$ cat config.mk
export PLATFORM = sky130hd
export DESIGN_NAME = keyed_rst_ctrl
export DESIGN_NICKNAME = d
export VERILOG_FILES = /design/src/rtl/krc_pkg.sv /design/src/rtl/krc_lock.sv /design/src/rtl/krc_swrst.sv /design/src/rtl/keyed_rst_ctrl.sv
export SDC_FILE = /design/constraint.sdc
export NUM_CORES = 1
export LEC_CHECK = 0
export ABC_AREA = 1
export BUFFER_PORTS_ARGS = -buffer_cell sky130_fd_sc_hd__buf_4
export CAP_MARGIN = 10
export CORE_MARGIN = 2
export CORE_UTILIZATION = 29
export DETAILED_ROUTE_END_ITERATION = 10
export PLACE_DENSITY = 0.84
export SLEW_MARGIN = 20
export SYNTH_ARGS = -nofsm -noshare
export SYNTH_HDL_FRONTEND = slang
export SYNTH_SLANG_ARGS = --single-unit
$ cat constraint.sdc
create_clock -name clk -period 1 [get_ports clk]
set_input_delay 0.1 -clock clk [delete_from_list [all_inputs] [get_ports clk]]
set_output_delay 0.1 -clock clk [all_outputs]
set_load 0.05 [all_outputs]
$ cat src/rtl/krc_pkg.sv
package krc_pkg;

    localparam int unsigned DATA_W   = 32;
    localparam int unsigned KEY_W    = 16;
    localparam int unsigned SWRST_BIT = 16;

    localparam logic [KEY_W-1:0] UNLOCK_KEY = 16'h5A69;
    localparam logic [KEY_W-1:0] TOKEN_OPEN = 16'h000C;
    localparam logic [KEY_W-1:0] TOKEN_SHUT = 16'h0003;

    typedef enum logic {
        LK_SHUT = 1'b0,
        LK_OPEN = 1'b1
    } lock_e;

    typedef enum logic {
        SEL_CTRL = 1'b0,
        SEL_CFG  = 1'b1
    } sel_e;

    typedef struct packed {
        logic              wr;
        sel_e              sel;
        logic [DATA_W-1:0] data;
    } bus_req_t;

    function automatic logic carries_key(input logic [DATA_W-1:0] d);
        return d[KEY_W-1:0] == UNLOCK_KEY;
    endfunction

    function automatic logic [KEY_W-1:0] key_token(input lock_e s);
        return (s == LK_OPEN) ? TOKEN_OPEN : TOKEN_SHUT;
    endfunction

    function automatic logic [DATA_W-1:0] pack_ctrl(input logic rst_bit,
                                                    input lock_e s);
        logic [DATA_W-1:0] w;
        w = '0;
        w[SWRST_BIT]   = rst_bit;
        w[KEY_W-1:0]   = key_token(s);
        return w;
    endfunction

endpackage

$ cat src/rtl/krc_lock.sv
module krc_lock
    import krc_pkg::*;
(
    input  logic  clk,
    input  logic  rst,
    input  logic  key_hit,
    input  logic  any_wr,
    output lock_e state
);

    always_ff @(posedge clk) begin
        if (rst)          state <= LK_SHUT;
        else if (key_hit) state <= LK_OPEN;
        else if (any_wr)  state <= LK_SHUT;
    end

    // a key write opens the lock
    a_r2_key_opens: assert property (@(posedge clk) disable iff (rst)
        key_hit |=> state == LK_OPEN);

    // any other write closes it
    a_r8_write_relocks: assert property (@(posedge clk) disable iff (rst)
        (any_wr && !key_hit) |=> state == LK_SHUT);

    // without a key write a closed lock stays closed
    a_r3_stays_shut: assert property (@(posedge clk) disable iff (rst)
        (state == LK_SHUT && !key_hit) |=> state == LK_SHUT);

endmodule

$ cat src/rtl/krc_swrst.sv
module krc_swrst
    import krc_pkg::*;
(
    input  logic clk,
    input  logic rst,
    input  logic clr_hit,
    output logic bit_q,
    output logic req
);

    always_ff @(posedge clk) begin
        if (rst)          bit_q <= 1'b1;
        else if (clr_hit) bit_q <= 1'b0;
        else              bit_q <= 1'b1;
    end

    assign req = ~bit_q;

    // the request lasts exactly one cycle when not re-triggered
    a_r6_single_pulse: assert property (@(posedge clk) disable iff (rst)
        (req && !clr_hit) |=> !req);

endmodule

$ cat src/rtl/keyed_rst_ctrl.sv
module keyed_rst_ctrl
    import krc_pkg::*;
(
    input  logic              clk,
    input  logic              rst,
    input  logic              bus_wr,
    input  logic              bus_sel,
    input  logic [DATA_W-1:0] bus_wdata,
    output logic [DATA_W-1:0] bus_rdata,
    output logic              swrst_req,
    output logic              cfg_wr_en
);

    bus_req_t breq;
    lock_e    lock_state;
    logic     key_hit;
    logic     ctrl_wr;
    logic     clr_hit;
    logic     rst_bit;

    always_comb begin
        breq.wr   = bus_wr;
        breq.sel  = sel_e'(bus_sel);
        breq.data = bus_wdata;
    end

    assign ctrl_wr   = breq.wr && (breq.sel == SEL_CTRL);
    assign key_hit   = ctrl_wr && carries_key(breq.data);
    assign clr_hit   = ctrl_wr && !key_hit && (lock_state == LK_OPEN)
                       && !breq.data[SWRST_BIT];
    assign cfg_wr_en = breq.wr && (breq.sel == SEL_CFG) && (lock_state == LK_OPEN);

    krc_lock u_lock (
        .clk     (clk),
        .rst     (rst),
        .key_hit (key_hit),
        .any_wr  (breq.wr),
        .state   (lock_state)
    );

    krc_swrst u_swrst (
        .clk     (clk),
        .rst     (rst),
        .clr_hit (clr_hit),
        .bit_q   (rst_bit),
        .req     (swrst_req)
    );

    always_comb begin
        if (breq.sel == SEL_CTRL) bus_rdata = pack_ctrl(rst_bit, lock_state);
        else                      bus_rdata = '0;
    end

    // a key write never yields a request
    a_r9_key_no_pulse: assert property (@(posedge clk) disable iff (rst)
        key_hit |=> !swrst_req);

    // a write while locked yields no request
    a_r4_locked_no_pulse: assert property (@(posedge clk) disable iff (rst)
        (ctrl_wr && lock_state == LK_SHUT) |=> !swrst_req);

    // the companion enable appears only when open
    a_r5_cfg_needs_open: assert property (@(posedge clk) disable iff (rst)
        cfg_wr_en |-> lock_state == LK_OPEN);

    // companion address reads zero
    always_comb begin
        if (!rst && bus_sel == 1'b1)
            a_r10_cfg_reads_zero: assert (bus_rdata == '0);
    end

endmodule

==> summary.md <==
| Metric | Value |
|---|---|
| Cts bufs inserted | `3` |
| # IOs | `70` |
| Layout Utilization | `0.4691` |
| Final Skew | `a little under 0.005 ns` |
| Slowest stage cell, crit path | `dfxtp_4` |
| Initial drt markers | `0` |
| Delay-heaviest family, CP | `flip-flops` |
| Initial antenna violation count | `0` |
| Global-route wire length before repair | `between 1000 and 1500 um` |
| Antenna Cells | `0` |
| Final HPWL DP | `approximately 760 um` |
| Post-synth top cells | `29 x buf_4, 14 x nor2_1, 12 x inv_1, 8 x nand2_1` |
| Max frequency | `roughly 960 MHz` |
| Crit path max fanout | `3` |
| Worst vdd ir | `319.4 uV` |
| Area grow syn2layout | `48.35%` |
| Minimum clock period after layout | `1.038 ns` |
| Setup WS pre-CTS | `0.09937 ns` |
| Largest net degree at the start of global routing | `5` |
| Max clock buf depth | `2` |
| Synth area leader | `buf_4` |
| Worst setup path class | `reg2out` |
| Crit end category | `output pin` |
| Yosys top cell area share | `0.5225` |
| Async set-reset flop share out of synthesis | `0` |
| Period utilisation layout | `1.038` |
| Fillers | `roughly 140` |
| Crit path required time | `roughly 0.9 ns` |
| Most common cell in the synthesized netlist | `buf_4` |
| Element type at the critical path start | `flop` |
| CTS sink count | `2` |
| Setup ws final | `-0.03789 ns` |
| Die extent in y | `approximately 42 um` |
| Worst-path clk slew | `about 0.040 ns` |
| Final #Nets | `about 140` |
| Clock root buffer | `clkbuf_4` |
| Post-route DRC violation count | `0` |
| Final antenna-violating net count | `0` |
| Synth Register Bits | `2` |
| CTS H-tree depth | `1` |
| GPL Wtd Cong | `0.7189` |
| Synth cell types | `9` |
| Clock Latency Late Sink | `between 0.2 and 0.25 ns` |
| Vias | `405` |
| TNS Setup | `-0.08942 ns` |
| Slew Limit Fails | `0` |
| Post-Syn Area per Cell | `about 5.9 um^2` |
| Largest cells by area after synthesis | `buf_4 52%, nor2_1 13%, inv_1 11%, dfxtp_1 9.6%, nand2_1 7.2%` |
| Warning count from the yosys run | `0` |
| Post-synthesis sequential area ratio | `0.09610` |
| FP Rows | `13` |
| Crit-path cells | `inv_4, nor3_4, buf_6` |
| Fin Hold WS | `roughly 0.084 ns` |
| Drt first pass iters | `1` |
| Worst min path class | `in2reg` |
| Gr usage total | `0.09358` |
| Drt via density | `between 3 and 4` |
| Mapped Cells | `approximately 70` |
| Critical path arrival | `approximately 0.94 ns` |
| Area of the core | `between 1000 and 1500 um^2` |
| Port bufs | `27` |
| RSZ-0062 raised after global routing | `yes` |
| Total Wirelength | `821 um` |
| DIE AREA | `1756 um^2` |
| Worst Path Buf+Inv | `2` |
| Final Hold Fails | `0` |
| Vias in the first global route | `341` |
| TritonCTS clock tree | `built` |
| Failing checks | `negative setup slack` |
| Drt wl/cell | `about 7.1 um` |
| Leak Pwr | `around 0.38 nW` |
| Final setup violating endpoints | `3` |
| Post-synth EDFFs | `0` |
| Main synth FF type | `dfxtp_1` |
| PD cells | `1024 nW/um^2` |
| Die Wd | `41.91 um` |
| Cts hold-fix bufs | `0` |
| Slowest stage delay, CP | `approximately 0.36 ns` |
| Placed Cells | `110` |
| Initial core utilization | `0.3162` |
| Grt ovf | `0` |
| Cell Area, Synth | `416.7 um^2` |
| Total of max-cap violations | `0` |
| Final std cells w/o fill | `approximately 120` |
| Status | `finished with violations` |
| Share of post-route cells with drive strength above 1 | `0.4000` |
report_power, final:
| part | switching, mW | total [mW] | leakage (nW) | internal [mW] |
|---|---|---|---|---|
| registers | 0.000000328 | 0.0776 | 0.0170 | 0.0776 |
| logic | 0.281 | 0.354 | 0.343 | 0.0727 |
| clock network | 0.0530 | 0.202 | 0.0150 | 0.149 |
cells by family after synthesis:
logic type / after synthesis / synth area share
buffers and inverters: 41 / 0.6306
and+or+nand+nor: 27 / 0.2643
DFF: 2 / 0.09610
other: 1 / 0.009000
cell type report:
cell class | instances | area [um^2] | area share
multi-input cells | 54 | 245.2 | 0.3968
repair buffers | 28 | 236.5 | 0.3826
inverters | 12 | 47.55 | 0.07692
flip-flops and latches | 2 | 43.79 | 0.07085
clock buffers | 4 | 26.28 | 0.04251
well taps | 15 | 18.77 | 0.03036
through the flow:
| step | total power [mW] | instance area (um^2) |
|---|---|---|
| after floorplan | 0.4355 | 558.0 |
| after global placement | 0.4233 | 558.0 |
| after detailed placement | 0.4263 | 558.0 |
| after CTS | 0.6352 | 595.6 |
| after global routing | 0.6813 | 618.1 |
| final | 0.6331 | 618.1 |
final timing paths:
path	startpoint	to	slack, ns	depth (start not counted)
max	u_lock.state$_SDFFE_PP0P_	cfg_wr_en	-0.04	3
min	bus_wdata[16]	u_swrst.bit_q$_SDFF_PP1_	0.08	3
max reg2reg	u_lock.state$_SDFFE_PP0P_	u_swrst.bit_q$_SDFF_PP1_	0.14	4
min reg2reg	u_lock.state$_SDFFE_PP0P_	u_swrst.bit_q$_SDFF_PP1_	0.68	4
what timing repair did:
action | in CTS | in global routing
setup buffers | 0 | 1
resized for setup | 3 | 5
pin swaps | 2 | 2
endpoints found under the setup margin | 3 | 6
layer usage:
metal  global-route usage  routed length, um  vias to the layer above
met5                    0                  0                        -
met4              0.05806                  0                        0
met3              0.02609                103                        0
met2               0.1875                489                       29
met1              0.07752                228                      172
li1                     -                  -                      204
worst register-to-register path: stages, from the launching register on:
cell and delay [ns]:
dfxtp_4 0.36, inv_4 0.05, buf_4 0.13, nor2_1 0.12, nand3_1 0.08
state kept, by name, indices dropped and copies added, names as in the netlist:
signal         cells
u_lock.state       1
u_swrst.bit_q      1
layout by cell type (no fill, tap or decap), drive strengths merged:
cell type  instances
dfxtp              2
nand2              8
conb              27
clkbuf             4
buf               28
nand3              2
nor3               1
nor2              16
inv               12
Note: power is estimated with default switching activity, not from simulation.
